### src/rtl/sfilt_pkg.sv
package sfilt_pkg;

  localparam int MID_W   = 16;
  localparam int ATTR_W  = 18;
  localparam int NS_POS  = 16;
  localparam int CFG_POS = 17;
  localparam int LUT_W   = 32;
  localparam int SEL_W   = 5;

  typedef enum logic [1:0] {
    ST_IDLE = 2'd0,
    ST_LOOK = 2'd1,
    ST_FWD  = 2'd2,
    ST_WAIT = 2'd3
  } fsmState_t;

  typedef struct packed {
    logic loadReq;
    logic blockEvt;
    logic relayRsp;
  } strobe_t;

endpackage

### src/rtl/sfilt_ctrl.sv
module sfilt_ctrl
  import sfilt_pkg::*;
(
  input  logic    clk,
  input  logic    rstN,
  input  logic    reqValid,
  input  logic    passOk,
  input  logic    dnReady,
  input  logic    dnRspValid,
  output logic    reqReady,
  output logic    dnValid,
  output logic    tblRdEn,
  output logic    rspValid,
  output strobe_t strb
);

  fsmState_t curState;
  fsmState_t nxtState;
  logic      accept;

  assign accept   = reqValid && (curState == ST_IDLE);
  assign reqReady = (curState == ST_IDLE);
  assign tblRdEn  = accept;
  assign dnValid  = (curState == ST_FWD);

  always_comb begin
    strb          = '0;
    strb.loadReq  = accept;
    strb.blockEvt = (curState == ST_LOOK) && !passOk;
    strb.relayRsp = (curState == ST_WAIT) && dnRspValid;
  end

  assign rspValid = strb.blockEvt || strb.relayRsp;

  always_comb begin
    nxtState = curState;
    unique case (curState)
      ST_IDLE: if (accept) nxtState = ST_LOOK;
      ST_LOOK: nxtState = passOk ? ST_FWD : ST_IDLE;
      ST_FWD:  if (dnReady) nxtState = ST_WAIT;
      ST_WAIT: if (dnRspValid) nxtState = ST_IDLE;
      default: nxtState = ST_IDLE;
    endcase
  end

  always_ff @(posedge clk) begin
    if (!rstN) curState <= ST_IDLE;
    else       curState <= nxtState;
  end

endmodule

### src/rtl/sfilt_datapath.sv
module sfilt_datapath
  import sfilt_pkg::*;
#(
  parameter int ADDR_W   = 16,
  parameter int DATA_W   = 32,
  parameter int BLK_LOG2 = 8,
  parameter int IDX_W    = 1
) (
  input  logic              clk,
  input  logic              rstN,
  input  strobe_t           strb,
  input  logic [ADDR_W-1:0] reqAddr,
  input  logic              reqWrite,
  input  logic [DATA_W-1:0] reqWdata,
  input  logic              reqNonSec,
  input  logic              reqAttrKnown,
  input  logic [MID_W-1:0]  reqMaster,
  input  logic [LUT_W-1:0]  tblRdWord,
  input  logic              cfgErrResp,
  input  logic              irqClear,
  input  logic [DATA_W-1:0] dnRspData,
  input  logic              dnRspErr,
  output logic              passOk,
  output logic [IDX_W-1:0]  tblRdIdx,
  output logic [ADDR_W-1:0] dnAddr,
  output logic              dnWrite,
  output logic [DATA_W-1:0] dnWdata,
  output logic [DATA_W-1:0] rspData,
  output logic              rspErr,
  output logic              irqStatus,
  output logic [ADDR_W-1:0] infoAddr,
  output logic [ATTR_W-1:0] infoAttr
);

  localparam int BLK_W = ADDR_W - BLK_LOG2;

  logic [BLK_W-1:0]  reqBlk;
  logic [ADDR_W-1:0] heldAddr;
  logic              heldWrite;
  logic [DATA_W-1:0] heldWdata;
  logic              heldNs;
  logic [MID_W-1:0]  heldMaster;
  logic [SEL_W-1:0]  bitSel;
  logic              tblBit;
  logic              statusFree;

  // word index of the target block
  assign reqBlk   = reqAddr[ADDR_W-1:BLK_LOG2];
  assign tblRdIdx = IDX_W'(reqBlk >> SEL_W);

  always_ff @(posedge clk) begin
    if (!rstN) begin
      heldAddr   <= '0;
      heldWrite  <= 1'b0;
      heldWdata  <= '0;
      heldNs     <= 1'b0;
      heldMaster <= '0;
    end else if (strb.loadReq) begin
      heldAddr   <= reqAddr;
      heldWrite  <= reqWrite;
      heldWdata  <= reqWdata;
      heldNs     <= reqNonSec && reqAttrKnown;
      heldMaster <= reqMaster;
    end
  end

  // bit of the block within the returned word
  assign bitSel = heldAddr[BLK_LOG2 +: SEL_W];
  assign tblBit = tblRdWord[bitSel];
  assign passOk = (tblBit == heldNs);

  assign dnAddr  = heldAddr;
  assign dnWrite = heldWrite;
  assign dnWdata = heldWdata;

  assign rspData = strb.blockEvt ? '0 : dnRspData;
  assign rspErr  = strb.blockEvt ? cfgErrResp : dnRspErr;

  // clear is applied before a coincident capture
  assign statusFree = !irqStatus || irqClear;

  always_ff @(posedge clk) begin
    if (!rstN) begin
      irqStatus <= 1'b0;
      infoAddr  <= '0;
      infoAttr  <= '0;
    end else if (strb.blockEvt && statusFree) begin
      irqStatus         <= 1'b1;
      infoAddr          <= heldAddr;
      infoAttr          <= '0;
      infoAttr[MID_W-1:0] <= heldMaster;
      infoAttr[NS_POS]  <= heldNs;
      infoAttr[CFG_POS] <= tblBit;
    end else if (irqClear) begin
      irqStatus <= 1'b0;
    end
  end

endmodule

### src/rtl/sec_txn_filter.sv
module sec_txn_filter
  import sfilt_pkg::*;
#(
  parameter int ADDR_W   = 16,
  parameter int DATA_W   = 32,
  parameter int BLK_LOG2 = 8,
  parameter int NUM_BLK  = 64,
  localparam int WORDS   = (NUM_BLK + LUT_W - 1) / LUT_W,
  localparam int IDX_W   = (WORDS > 1) ? $clog2(WORDS) : 1
) (
  input  logic              clk,
  input  logic              rstN,
  input  logic              reqValid,
  output logic              reqReady,
  input  logic [ADDR_W-1:0] reqAddr,
  input  logic              reqWrite,
  input  logic [DATA_W-1:0] reqWdata,
  input  logic              reqNonSec,
  input  logic              reqAttrKnown,
  input  logic [15:0]       reqMaster,
  output logic              rspValid,
  output logic [DATA_W-1:0] rspData,
  output logic              rspErr,
  output logic              dnValid,
  input  logic              dnReady,
  output logic [ADDR_W-1:0] dnAddr,
  output logic              dnWrite,
  output logic [DATA_W-1:0] dnWdata,
  input  logic              dnRspValid,
  input  logic [DATA_W-1:0] dnRspData,
  input  logic              dnRspErr,
  output logic              tblRdEn,
  output logic [IDX_W-1:0]  tblRdIdx,
  input  logic [31:0]       tblRdWord,
  input  logic              cfgErrResp,
  input  logic              irqEnable,
  input  logic              irqClear,
  output logic              irq,
  output logic              irqStatus,
  output logic [ADDR_W-1:0] infoAddr,
  output logic [17:0]       infoAttr
);

  strobe_t strb;
  logic    passOk;

  sfilt_ctrl u_ctrl (
    .clk        (clk),
    .rstN       (rstN),
    .reqValid   (reqValid),
    .passOk     (passOk),
    .dnReady    (dnReady),
    .dnRspValid (dnRspValid),
    .reqReady   (reqReady),
    .dnValid    (dnValid),
    .tblRdEn    (tblRdEn),
    .rspValid   (rspValid),
    .strb       (strb)
  );

  sfilt_datapath #(
    .ADDR_W   (ADDR_W),
    .DATA_W   (DATA_W),
    .BLK_LOG2 (BLK_LOG2),
    .IDX_W    (IDX_W)
  ) u_dp (
    .clk          (clk),
    .rstN         (rstN),
    .strb         (strb),
    .reqAddr      (reqAddr),
    .reqWrite     (reqWrite),
    .reqWdata     (reqWdata),
    .reqNonSec    (reqNonSec),
    .reqAttrKnown (reqAttrKnown),
    .reqMaster    (reqMaster),
    .tblRdWord    (tblRdWord),
    .cfgErrResp   (cfgErrResp),
    .irqClear     (irqClear),
    .dnRspData    (dnRspData),
    .dnRspErr     (dnRspErr),
    .passOk       (passOk),
    .tblRdIdx     (tblRdIdx),
    .dnAddr       (dnAddr),
    .dnWrite      (dnWrite),
    .dnWdata      (dnWdata),
    .rspData      (rspData),
    .rspErr       (rspErr),
    .irqStatus    (irqStatus),
    .infoAddr     (infoAddr),
    .infoAttr     (infoAttr)
  );

  assign irq = irqStatus && irqEnable;

endmodule

### config.mk
export PLATFORM = sky130hd
export DESIGN_NAME = sec_txn_filter
export DESIGN_NICKNAME = d
export VERILOG_FILES = /design/src/rtl/sfilt_pkg.sv /design/src/rtl/sfilt_ctrl.sv /design/src/rtl/sfilt_datapath.sv /design/src/rtl/sec_txn_filter.sv
export SDC_FILE = /design/constraint.sdc
export NUM_CORES = 1
export LEC_CHECK = 0
export BUFFER_PORTS_ARGS = -buffer_cell sky130_fd_sc_hd__buf_4
export CORE_UTILIZATION = 40
export CTS_CLUSTER_DIAMETER = 30
export DETAILED_ROUTE_END_ITERATION = 16
export PLACE_DENSITY_LB_ADDON = 0.05
export SYNTH_ARGS = -nofsm -noshare
export SYNTH_HDL_FRONTEND = slang
export SYNTH_SLANG_ARGS = --single-unit
### constraint.sdc
create_clock -name clk -period 2.15 [get_ports clk]
set_clock_uncertainty 0.15 [all_clocks]
set_input_delay 0.215 -clock clk [delete_from_list [all_inputs] [get_ports clk]]
set_output_delay 0.215 -clock clk [all_outputs]
set_load 0.05 [all_outputs]
==> report_table.html <==
<table>
<tr><th>Metric</th><th>Value</th></tr>
<tr><th colspan="2">Run status</th></tr>
<tr><td>Status</td><td>finished with violations</td></tr>
<tr><td>Failing checks</td><td>setup timing</td></tr>
<tr><th colspan="2">Pwr</th></tr>
<tr><td>Switching part of the total</td><td>0.334</td></tr>
<tr><td>Standby leakage power</td><td>3.77 nW</td></tr>
<tr><td>Cell-internal power</td><td>3.91 mW</td></tr>
<tr><td>Total power density per cell area</td><td>699 nW/um2</td></tr>
<tr><td>Part of the total power dissipated in combinational logic</td><td>0.361</td></tr>
<tr><td>Worst IR drop on VDD</td><td>545 uV</td></tr>
<tr><td>Part of the total power dissipated in sequential elements</td><td>0.360</td></tr>
<tr><td>Clock share of power</td><td>0.279</td></tr>
<tr><td>Net Switching</td><td>1.96 mW</td></tr>
<tr><th colspan="2">Finish</th></tr>
<tr><td>Non-Filler Cell Area, Final</td><td>8390 um2</td></tr>
<tr><td>Most common cell after layout, fill and taps aside</td><td>buf_4</td></tr>
<tr><td>Number of diodes</td><td>0</td></tr>
<tr><td>Commonest non-fill, non-tap cells in the layout</td><td>buf_4, nand2_1, dfxtp_1</td></tr>
<tr><td>Syn-to-layout area delta</td><td>80.7%</td></tr>
<tr><td>Share of post-route cells with drive strength above 1</td><td>0.424</td></tr>
<tr><td>Post-layout instance count excluding filler cells</td><td>1022</td></tr>
<tr><td>Number of nets in the final layout</td><td>1018</td></tr>
<tr><th colspan="2">Floorplanning</th></tr>
<tr><td>Die span in x</td><td>110 um</td></tr>
<tr><td>Core area</td><td>11100 um2</td></tr>
<tr><td>Cell Rows</td><td>38</td></tr>
<tr><td>Number of ports placed on the die boundary</td><td>263</td></tr>
<tr><td>Die height</td><td>110 um</td></tr>
<tr><td>Die Area</td><td>12000 um2</td></tr>
<tr><td>Starting utilization of the core area</td><td>0.419</td></tr>
<tr><th colspan="2">Synth</th></tr>
<tr><td>Area of the mapped netlist</td><td>4640 um2</td></tr>
<tr><td>Net count after synthesis</td><td>686</td></tr>
<tr><td>Number of flip-flops and latches in the synthesized netlist</td><td>103</td></tr>
<tr><td>Number of synthesized flops with an enable pin</td><td>0</td></tr>
<tr><td>Sequential element share of the synthesized area</td><td>0.444</td></tr>
<tr><td>Synth unique cells</td><td>39</td></tr>
<tr><td>Top_reg_cell synth</td><td>dfxtp_1</td></tr>
<tr><td>Instance count of the mapped netlist</td><td>546</td></tr>
<tr><td>Syn_area_per_cell</td><td>8.50 um2</td></tr>
<tr><td>Ys async rst share</td><td>0</td></tr>
<tr><td>Number of synthesis warnings</td><td>0</td></tr>
<tr><th colspan="2">Detailed routing</th></tr>
<tr><td>DRC violation total after the first TritonRoute iteration</td><td>259</td></tr>
<tr><td>Per-cell via count in the routed design</td><td>4.84</td></tr>
<tr><td>Count of vias placed by the detailed router</td><td>4947</td></tr>
<tr><td>Total wirelength of the detailed-routed design</td><td>16000 um</td></tr>
<tr><td>Met1 Wirelength</td><td>6000 um</td></tr>
<tr><td>DRC violation count after routing</td><td>0</td></tr>
<tr><td>DR top layer</td><td>met4</td></tr>
<tr><td>Average detailed-routed wire length per instance</td><td>15.7 um</td></tr>
<tr><td>TritonRoute pass-1 iters</td><td>6</td></tr>
<tr><td>Final ANT Viol Nets</td><td>0</td></tr>
<tr><td>Routed length on met3</td><td>1300 um</td></tr>
<tr><td>Metal2 WL</td><td>8240 um</td></tr>
<tr><th colspan="2">Global routing</th></tr>
<tr><td>Global-route wire length before repair</td><td>23300 um</td></tr>
<tr><td>Vias in the first global route</td><td>4763</td></tr>
<tr><td>Largest net degree at the start of global routing</td><td>67</td></tr>
<tr><td>GRT Overall Usage</td><td>0.252</td></tr>
<tr><td>Remaining global-route overflow</td><td>0</td></tr>
<tr><td>Initial antenna violation count</td><td>0</td></tr>
<tr><th colspan="2">Clock tree</th></tr>
<tr><td>Clock latency at the later pin of the worst-skew pair</td><td>340 ps</td></tr>
<tr><td>Number of buffers inserted during clock tree synthesis</td><td>9</td></tr>
<tr><td>Clock tree from TritonCTS</td><td>built</td></tr>
<tr><td>Clock Sink Count</td><td>103</td></tr>
<tr><td>CTS Root Cell</td><td>clkbuf_16</td></tr>
<tr><td>H-tree Lvls</td><td>3</td></tr>
<tr><td>Buffer depth of the longest clock path</td><td>2</td></tr>
<tr><td>Clock edge transition at the registers on the reported setup and hold paths</td><td>70 ps</td></tr>
<tr><th colspan="2">Placement</th></tr>
<tr><td>Placed cells</td><td>934</td></tr>
<tr><td>Post-DP Area</td><td>7030 um2</td></tr>
<tr><td>Last weighted congestion value of the routability-driven placer</td><td>0.836</td></tr>
<tr><td>Half-perimeter wire length after detailed placement</td><td>10400 um</td></tr>
<tr><td>Buffers on Ports</td><td>262</td></tr>
<tr><th colspan="2">STA</th></tr>
<tr><td>Final Hold Vio Count</td><td>0</td></tr>
<tr><td>Final setup slack of the worst path</td><td>-737 ps</td></tr>
<tr><td>Time the worst path needs with I/O delays and setup</td><td>2890 ps</td></tr>
<tr><td>Count of final max-slew check failures</td><td>0</td></tr>
<tr><td>Maximum clock rate</td><td>0.346 GHz</td></tr>
<tr><td>Relative slew slack</td><td>0.514</td></tr>
<tr><td>Period utilisation layout</td><td>1.34</td></tr>
<tr><td>Number of failing setup endpoints in the final timing report</td><td>68</td></tr>
<tr><td>Slew at the pin closest to its max-slew limit</td><td>730 ps</td></tr>
<tr><td>Unrepaired setup endpoints after global routing</td><td>true</td></tr>
<tr><td>Setup Total Neg Slack</td><td>-33320 ps</td></tr>
<tr><th colspan="2">Hold path</th></tr>
<tr><td>Min-delay worst type</td><td>input pin to flip-flop</td></tr>
<tr><th colspan="2">Setup path</th></tr>
<tr><td>Critical Path AT</td><td>2520 ps</td></tr>
<tr><td>Worst setup EP type</td><td>output pin</td></tr>
<tr><td>Crit path launch type</td><td>flip-flop</td></tr>
<tr><td>Required time at the endpoint of the critical path</td><td>1780 ps</td></tr>
<tr><td>Type of the worst setup path</td><td>flip-flop to output pin</td></tr>
<tr><td>Peak fanout along the critical path</td><td>6</td></tr>
<tr><th colspan="2">Job</th></tr>
<tr><td>Max-capacitance violation count</td><td>0</td></tr>
</table>
## synth_stat cells, types with 3 or more instances
library cell | instances | area, um2
nand2_1 | 202 | 758
dfxtp_1 | 103 | 2060
a21boi_0 | 67 | 503
mux2i_1 | 45 | 450
nor2b_1 | 38 | 238
clkbuf_1 | 19 | 71.3
buf_2 | 7 | 35.0
a21oi_1 | 6 | 30.0
dlygate4sd1_1 | 5 | 43.8
nor2_1 | 5 | 18.8
buf_1 | 3 | 11.3
buf_12 | 3 | 60.1
buf_6 | 3 | 33.8
mux2_2 | 3 | 33.8
nand2b_1 | 3 | 18.8
nand3_1 | 3 | 15.0
o21ai_0 | 3 | 15.0
## power groups by stage
| stage | sequential, mW | clock (mW) | combinational [mW] |
|---|---|---|---|
| after floorplan | 2.46 | 0 | 0.905 |
| after global placement | 2.15 | 0 | 1.79 |
| after detailed placement | 2.15 | 0 | 1.81 |
| after CTS | 2.11 | 1.66 | 1.99 |
| after global routing | 2.13 | 1.75 | 2.23 |
| final | 2.11 | 1.64 | 2.12 |
## path summary, 6_finish.rpt
kind | from | end | slack [ps] | cells past startpoint
hold reg to reg | u_dp.infoAddr[5] | u_dp.infoAddr[5] | 310 | 2
setup / recovery | u_dp.dnAddr[9] | rspErr | -740 | 9
hold / removal | reqMaster[3] | u_dp.heldMaster[3] | 7 | 3
setup reg to reg | u_dp.dnAddr[9] | u_dp.infoAddr[1] | -370 | 10
## what timing repair did
item | in CTS | in global routing
resized for setup | 42 | 37
gates cloned | 1 | 6
hold endpoints to repair | 61 | 0
setup buffers | 2 | 4
hold buffers | 61 | 0
pin swaps | 0 | 7
setup endpoints to repair | 67 | 70
## routing by layer
layer / vias to the layer above / GRT usage
met5: - / 0
met3: 35 / 0.0753
met2: 188 / 0.451
met4: 0 / 0.121
li1: 2438 / -
met1: 2286 / 0.270
## cells by family (layout without fill, tap and decap cells)
group	Yosys count	in the layout	synth area share
xor+xnor	1	1	0.00189
flops	103	103	0.444
compound gates	90	90	0.149
simple gates	258	259	0.236
buf+inv	45	380	0.0607
mux	49	49	0.108
## critical path, stage by stage (launching register included)
cell and delay [ps]:
dfxtp_4 380, buf_6 120, mux2i_1 110, a211o_1 270
a211oi_2 240, a31o_4 160, nor3_4 40, and3b_4 390
mux2_4 320, buf_8 150
## through the flow
step	setup slack, ps	power (mW)	util	hold slack, ps
CTS	-651	5.76	0.734	1.07
floorplan	-388	3.37	-	199
global route	-776	6.11	0.757	17.7
detailed placement	-361	3.96	0.634	303
global placement	-302	3.93	0.634	294
finish	-737	5.87	0.757	6.66
## flip-flops by register name (all words and copies together) (netlist names), named ones only
name             count
u_ctrl.curState      1
u_dp.infoAttr       18
u_dp.heldMaster     16
u_dp.dnWdata        32
u_dp.dnWrite         1
u_dp.infoAddr       16
u_dp.heldNs          1
u_dp.irqStatus       1
u_dp.dnAddr         16
## layout make-up
class | instances | area (um2)
clock buffers | 12 | 256
clock inverters | 3 | 42.5
fillers | 796 | 2690
inverters | 3 | 11.3
multi-input cells | 399 | 2620
flip-flops and latches | 103 | 2070
well taps | 140 | 175
repair buffers | 362 | 3220
Note: power is estimated with default switching activity, not from simulation.
